<file path="src/rtl/gpio_edge_pkg.sv">
package gpio_edge_pkg;
  localparam int ADDR_W = 3;
  localparam logic [ADDR_W-1:0] OFS_DIR  = 3'd0;
  localparam logic [ADDR_W-1:0] OFS_DATA = 3'd1;
  localparam logic [ADDR_W-1:0] OFS_CFG  = 3'd3;
  localparam logic [ADDR_W-1:0] OFS_STAT = 3'd4;
  localparam logic [1:0] TRIG_OFF  = 2'b00;
  localparam logic [1:0] TRIG_FALL = 2'b01;
  localparam logic [1:0] TRIG_RISE = 2'b10;
endpackage

</file>
<file path="src/rtl/gpio_in_sync.sv">
module gpio_in_sync #(
  parameter int W      = 4,
  parameter int STAGES = 2
) (
  input  logic         clk_i,
  input  logic         rst_ni,
  input  logic [W-1:0] d_i,
  output logic [W-1:0] q_o
);
  logic [W-1:0] stg_q [STAGES];

  always_ff @(posedge clk_i or negedge rst_ni) begin
    if (!rst_ni) begin
      for (int s = 0; s < STAGES; s++) stg_q[s] <= '0;
    end else begin
      stg_q[0] <= d_i;
      for (int s = 1; s < STAGES; s++) stg_q[s] <= stg_q[s-1];
    end
  end

  assign q_o = stg_q[STAGES-1];
endmodule

</file>
<file path="src/rtl/gpio_edge_flag.sv">
module gpio_edge_flag
  import gpio_edge_pkg::*;
(
  input  logic       clk_i,
  input  logic       rst_ni,
  input  logic       lvl_i,
  input  logic       clr_i,
  input  logic [1:0] sel_i,
  output logic       vis_o
);
  logic prev_q, rise_q, fall_q;
  logic rise_evt, fall_evt;

  assign rise_evt = lvl_i & ~prev_q;
  assign fall_evt = ~lvl_i & prev_q;

  always_ff @(posedge clk_i or negedge rst_ni) begin
    if (!rst_ni) begin
      prev_q <= 1'b0;
      rise_q <= 1'b0;
      fall_q <= 1'b0;
    end else begin
      prev_q <= lvl_i;
      // a fresh edge beats a simultaneous clear
      rise_q <= rise_evt | (rise_q & ~clr_i);
      fall_q <= fall_evt | (fall_q & ~clr_i);
    end
  end

  always_comb begin
    unique case (sel_i)
      TRIG_FALL: vis_o = fall_q;
      TRIG_RISE: vis_o = rise_q;
      default:   vis_o = 1'b0;
    endcase
  end

  p_rise_sets_r5: assert property (@(posedge clk_i) disable iff (!rst_ni)
    rise_evt |=> rise_q);
  p_rise_holds_r5: assert property (@(posedge clk_i) disable iff (!rst_ni)
    (!rise_evt && !clr_i) |=> (rise_q == $past(rise_q)));
  p_clear_both_r7: assert property (@(posedge clk_i) disable iff (!rst_ni)
    (clr_i && !rise_evt && !fall_evt) |=> (!rise_q && !fall_q));
  p_edge_wins_r8: assert property (@(posedge clk_i) disable iff (!rst_ni)
    (clr_i && fall_evt) |=> fall_q);
endmodule

</file>
<file path="src/rtl/gpio_edge_port.sv">
module gpio_edge_port
  import gpio_edge_pkg::*;
#(
  parameter int N_OUT       = 4,
  parameter int N_IN        = 4,
  parameter int SYNC_STAGES = 2
) (
  input  logic              clk_i,
  input  logic              rst_ni,
  input  logic [ADDR_W-1:0] addr_i,
  input  logic [7:0]        wdata_i,
  input  logic              we_i,
  output logic [7:0]        rdata_o,
  output logic [N_OUT-1:0]  gpo_o,
  input  logic [N_IN-1:0]   gpi_i,
  output logic              irq_o
);
  localparam int DATA_W = N_OUT + N_IN;
  localparam int CFG_W  = 2 * N_IN;
  localparam logic [7:0] DIR_RST = 8'((1 << N_OUT) - 1);

  logic [7:0]       dir_q;
  logic [N_OUT-1:0] out_q;
  logic [CFG_W-1:0] cfg_q;
  logic [N_IN-1:0]  lvl_s;
  logic [N_IN-1:0]  stat;
  logic             wr_dir, wr_data, wr_cfg, wr_stat, mapped;

  assign wr_dir  = we_i && (addr_i == OFS_DIR);
  assign wr_data = we_i && (addr_i == OFS_DATA);
  assign wr_cfg  = we_i && (addr_i == OFS_CFG);
  assign wr_stat = we_i && (addr_i == OFS_STAT);
  assign mapped  = (addr_i == OFS_DIR) || (addr_i == OFS_DATA) ||
                   (addr_i == OFS_CFG) || (addr_i == OFS_STAT);

  always_ff @(posedge clk_i or negedge rst_ni) begin
    if (!rst_ni) begin
      dir_q <= DIR_RST;
      out_q <= '0;
      cfg_q <= '0;
    end else begin
      if (wr_dir)  dir_q <= wdata_i;
      if (wr_data) out_q <= wdata_i[N_OUT-1:0];
      if (wr_cfg)  cfg_q <= wdata_i[CFG_W-1:0];
    end
  end

  gpio_in_sync #(.W(N_IN), .STAGES(SYNC_STAGES)) u_sync (
    .clk_i (clk_i),
    .rst_ni(rst_ni),
    .d_i   (gpi_i),
    .q_o   (lvl_s)
  );

  for (genvar k = 0; k < N_IN; k++) begin : g_line
    gpio_edge_flag u_flag (
      .clk_i (clk_i),
      .rst_ni(rst_ni),
      .lvl_i (lvl_s[k]),
      .clr_i (wr_stat && wdata_i[k]),
      .sel_i (cfg_q[2*k +: 2]),
      .vis_o (stat[k])
    );
  end

  always_comb begin
    rdata_o = '0;
    unique case (addr_i)
      OFS_DIR:  rdata_o = dir_q;
      OFS_DATA: rdata_o = 8'({lvl_s, {N_OUT{1'b0}}});
      OFS_CFG:  rdata_o = 8'(cfg_q);
      OFS_STAT: rdata_o = 8'(stat);
      default:  rdata_o = '0;
    endcase
  end

  assign gpo_o = out_q;
  assign irq_o = |stat;

  p_out_hold_r2: assert property (@(posedge clk_i) disable iff (!rst_ni)
    !wr_data |=> $stable(gpo_o));
  p_unmapped_wr_r10: assert property (@(posedge clk_i) disable iff (!rst_ni)
    (we_i && !mapped) |=> ($stable(cfg_q) && $stable(dir_q) && $stable(gpo_o)));
  p_width_r1: assert property (@(posedge clk_i) DATA_W <= 8);
endmodule

</file>
<file path="config.mk">
export PLATFORM = sky130hd
export DESIGN_NAME = gpio_edge_port
export DESIGN_NICKNAME = d
export VERILOG_FILES = /design/src/rtl/gpio_edge_pkg.sv /design/src/rtl/gpio_in_sync.sv /design/src/rtl/gpio_edge_flag.sv /design/src/rtl/gpio_edge_port.sv
export SDC_FILE = /design/constraint.sdc
export NUM_CORES = 1
export LEC_CHECK = 0
export BUFFER_PORTS_ARGS = -buffer_cell sky130_fd_sc_hd__buf_2
export CAP_MARGIN = 20
export CORE_MARGIN = 3
export CORE_UTILIZATION = 40
export DETAILED_ROUTE_END_ITERATION = 10
export PLACE_DENSITY = 0.57
export SLEW_MARGIN = 20
export SYNTH_ARGS = -nofsm -noshare
export SYNTH_HDL_FRONTEND = slang
export SYNTH_HIERARCHICAL = 1
export SYNTH_SLANG_ARGS = --single-unit
</file>
<file path="constraint.sdc">
create_clock -name clk_i -period 3.1 [get_ports clk_i]
set_input_delay 0.93 -clock clk_i [delete_from_list [all_inputs] [get_ports clk_i]]
set_output_delay 0.93 -clock clk_i [all_outputs]
set_load 0.005 [all_outputs]
</file>
### Word-level counts from Yosys, hierarchy flattened

Index checks and enable logic that the tools add are counted.

| storage, ports and cells | value |
|---|---|
| bits in latches | 0 |
| ROM bits | 0 |
| bits in writable memories | 0 |
| memories kept | 0 |
| input port bits | 18 |
| flip-flop bits (word level) | 40 |
| output and inout bits | 13 |
| word-level logic and storage cells | 79 |

| operators by class | value |
|---|---|
| divide/modulo/power cells | 0 |
| bitwise operators | 36 |
| equal/unequal tests | 11 |
| $lt $le $gt $ge | 0 |
| multiplexer cells | 5 |
| add/subtract/negate cells | 0 |
| multipliers | 0 |
| shifts and indexed selects | 0 |
| reduce and logical (&&, ||, !) cells | 10 |

Operators with widths:

| kind | count |
|---|---|
| case mux 8 bit (4 select lines) | 1 |
| bitwise AND 1 bit | 16 |
| NOT 1 bit | 12 |
| == test 2 x 1 -> 1 bit (second input constant) | 4 |
| == test 2 bit (second input constant) | 4 |
| logical AND 1 bit | 8 |
| bitwise OR 1 bit | 8 |
| case mux 1 bit (2 select lines) | 4 |
| OR reduction 4 bit | 1 |
| == test 3 x 1 -> 1 bit (second input constant) | 1 |
| == test 3 x 2 -> 1 bit (second input constant) | 1 |
| == test 3 bit (second input constant) | 1 |
| logical NOT 3 bit | 1 |

### Longest topological paths before layout

| depth | value |
|---|---|
| depth in word-level cells | 6 |
| gate-level depth with buffers | 6 |
| gate-level depth less buffers | 6 |

### Hierarchy

The synthesis kept the hierarchy.

By module, submodules not included:

| module | instances | sequential area each (sq um) | area each (sq um) | cells an instance |
|---|---|---|---|---|
| gpio_edge_port | 1 | 505.5 | 1083.5 | 82 |
| gpio_edge_flag | 4 | 75.1 | 143.9 | 13 |
| gpio_in_sync | 1 | 200.2 | 230.2 | 12 |

### Least setup slack after synthesis

Ideal clock, no wire load.

| path | value |
|---|---|
| path kind | in2out |
| start point | input addr_i[1] |
| end point | output rdata_o[0] |
| path buffers | 2 |
| required time | 2.170 ns |
| arrival time | 1.637 ns |
| stages on the path | 4 |
| setup slack | 0.533 ns |
| path through | buf_6 -> clkbuf_1 -> nor4b_1 -> a221o_1 |

| on the way | value |
|---|---|
| word-level cells in the longest chain between the ends | 2 |
| elaborated cells between the ends (all ways) | 5 |
| those cells by class | 3 x eq/ne; 1 x mux; 1 x reduce/logical |

Ends and longest elaborated chain:

| element | line | RTL |
|---|---|---|
| start: declaration | gpio_edge_port.sv:10 | `input logic [ADDR_W-1:0] addr_i,` |
| == test 3 bit (tied with other cells) | gpio_edge_port.sv:68 | `unique case (addr_i)` |
| case mux 8 bit (4 select lines) * | gpio_edge_port.sv:68 |  |
| end: declaration | gpio_edge_port.sv:13 | `output logic [7:0] rdata_o,` |

Every way passes the cells marked *; elsewhere a longest branch is shown, timed or not.

### Worst setup path after layout

| path | value |
|---|---|
| start point | input addr_i[0] |
| end point | output rdata_o[3] |

The elaborated chain is that of the path after synthesis.

==> results.yml <==
layout:
  nFillCells: 410
  fin_cells: 227
  fin_nets: 200
  drive_gt1_share_pct: 37.14
  design_area_um2: 2156
  antenna_cells: 0
  syn_to_final_growth_pct: 14.11
logic_synthesis:
  synth_seq_area_share_pct: 53.25
  yosys.area_share.simple_pct: 10.33
  yosys_warnings: 6
  synth_flop_cell: "dfrtp_1"
  synth_edf_count: 0
  synth_compound_area_share_pct: 10.53
  syn_area_um2: 1889
  ys_types: 28
  synthMuxAreaShare_pct: 14.04
  netlist.top_cell.by_area: "dfrtp_1"
  synth_cells: 146
  netlist_top_cells_count: "36 x dfrtp_1, 20 x mux2_2, 17 x inv_1"
  synth_adder_area_share_pct: 5.298
  synth_most_common_cell: "dfrtp_1"
  syn-num-nets: 172
  synth_xor_xnor_area_share_pct: 0
  synthArstFlopShare_pct: 100.0
  synth_area_leaders: "dfrtp_1 48%, mux2_2 12%, dfstp_2 5.6%"
  synth_area_per_cell_um2: 12.94
  synth_top_area_share_pct: 47.68
  synth_top_family_by_area: "multiplexers"
  ys_ff_latch: 40
setup_path:
  r2r_end: "cfg_q[4]"
  crit_slowest_cell: "a221o_1"
  start_kind: "input port"
  crit_fanout: 22
  r2r_cells: 1
  rr_startpoint: "cfg_q[4]"
  cp-end-kind: "output port"
  worst_ep_arrival_time_ns: 1.94
  path_class: "input port to output port"
  required_ns: 2.17
  crit_top_cell: "buf_2"
  crit_chain: "buf_2, nor3b_1, a221o_1, buf_2"
  cp_slowest_stage_delay_ns: 0.38
  rrSetupSlack_ns: 2.29
route:
  post_drt_wl_per_cell_um: 16.65
  drt-vias-per-instance: 5.282
  num_vias: 1199
  drt_iter0_markers: 79
  wl_met3_um: 171
  ant_nets: 0
  highest-signal-layer: "met4"
  dr.pass1.iters: 4
  wirelength_um: 3779
  wl_met2_um: 1790
  m1WireLength_um: 1801
  drc: 0
placement:
  dp_hpwl_um: 2810
  gp_congestion: 0.7936
  dp_cells: 219
  port-buffer-count: 30
  post-place-ws_ns: 0.2534
  place_area_um2: 2044
sta:
  min_period_ns: 2.872
  skew_ns: 0.004041
  rsz0062_at_grt: "no"
  min_period_over_period_pct: 92.63
  final_hold_viol_count: 0
  setup-tns-final_ns: 0
  fmax_mhz: 348.2
  relSlewSlack_pct: 42.82
  slew_violations: 0
  tightestPinTransition_ns: 0.8576
  setup_ws_ns: 0.2284
  setup_viol: 0
clocking:
  root_buffer: "clkbuf_8"
  postCtsHoldBufs: 0
  clockBufferDepth: 2
  clk_pin_slew_ns: 0.07
  postCtsSetupBuffers: 0
  clock_latency_ns: 0.28
  cts_tree: "built"
  post_cts_resized: 0
  numCtsBuffers: 5
  cts_sinks: 40
  h-tree-depth: 2
global_routing:
  grt_pass1_vias: 1273
  grtUsageTotal_pct: 15.50
  grt_max_degree: 41
  grt_pass1_wl_um: 6417
  grt_overflow: 0
  grt_antenna_before_repair: 0
power_and_ir_drop:
  power_density_nw_per_um2: 613.4
  leakagePower_nw: 1.013
  peakVddDrop_uv: 322.3
  fin_total_pwr_mw: 1.322
floorplan:
  die_y_um: 74.73
  ios: 31
  start_util_pct: 42.51
  die-area_um2: 5584
  num_rows: 24
  die_w_um: 74.73
  core_um2: 4444
run_status:
  outcome: "finished, final reports clean"
hold_path:
  whs_path_depth: 0
  min_from: "u_sync/stg_q[6]"
  worst_hold_path_type: "register to register"
  hold_end: "u_sync/q_o[2]"
flow_run:
  maxCapViolations: 0
-- stage by stage --
stage | hold WS [ns] | utilization [%]
after floorplan | 0.3312 | -
after global routing | 0.3704 | 48.51
after detailed placement | 0.3347 | 46.00
final | 0.3507 | 48.51
after CTS | 0.3516 | 48.51
after global placement | 0.3337 | 46.00
-- routing by layer --
layer	global-route usage, %	vias to the layer above
li1	-	573
met3	4.539	2
met2	23.51	31
met5	0	-
met4	4.150	0
met1	21.82	593
-- sequential cells by signal, indices dropped and copies added (netlist names) --
signal and count:
g_line.u_flag/rise_q 4, g_line.u_flag/fall_q 4, gpo_o 4, cfg_q 8, dir_q 8, u_sync/q_o 4
g_line.u_flag/prev_q 4, u_sync/stg_q 4
-- cell type report --
type	instances	area (um2)	share of cell area, %
Clock buffer	5	68.82	3.192
Clock inverter	3	42.54	1.973
Inverter	17	63.81	2.960
Multi-Input combinational cell	80	759.5	35.23
Sequential cell	40	1006	46.66
Tap cell	52	65.06	3.018
Timing Repair Buffer	30	150.1	6.965
-- worst max-delay path, delay by kind of cell --
kind / cells / cell delay (ns)
and+or+nand+nor: 1 / 0.15
buffers and inverters: 2 / 0.48
AOI/OAI and AO/OA: 1 / 0.38
-- cells by family after synthesis --
family	count (synthesis)
DFF	40
and+or+nand+nor	24
adders and majority gates	8
AOI/OAI and AO/OA	24
muxes	24
buffers and inverters	26
-- worst max path at each step --
stage	startpoint	end	slack, ns	cells past startpoint
2_1_floorplan	addr_i[1]	rdata_o[0]	0.53	4
3_3_place_gp	addr_i[0]	rdata_o[3]	0.29	4
3_5_place_dp	addr_i[0]	rdata_o[6]	0.25	4
4_1_cts	addr_i[0]	rdata_o[3]	0.24	4
5_1_grt	addr_i[0]	rdata_o[6]	0.16	4
6_report	addr_i[0]	rdata_o[3]	0.23	4
-- layout by cell type (no fill, tap or decap), types with 5 or more instances in the layout --
cell type and instances:
ha_1 8, dfrtp_1 36, buf_2 30, and2_1 8
inv_1 17, clkbuf_8 5, mux2_2 20
-- report_power, final --
part           internal [mW]  leakage [nW]  switching (mW)
clock                  0.238        0.0541           0.181
sequential             0.601         0.448          0.0497
combinational          0.134         0.511           0.118
Power figures use the tool's default switching activity.
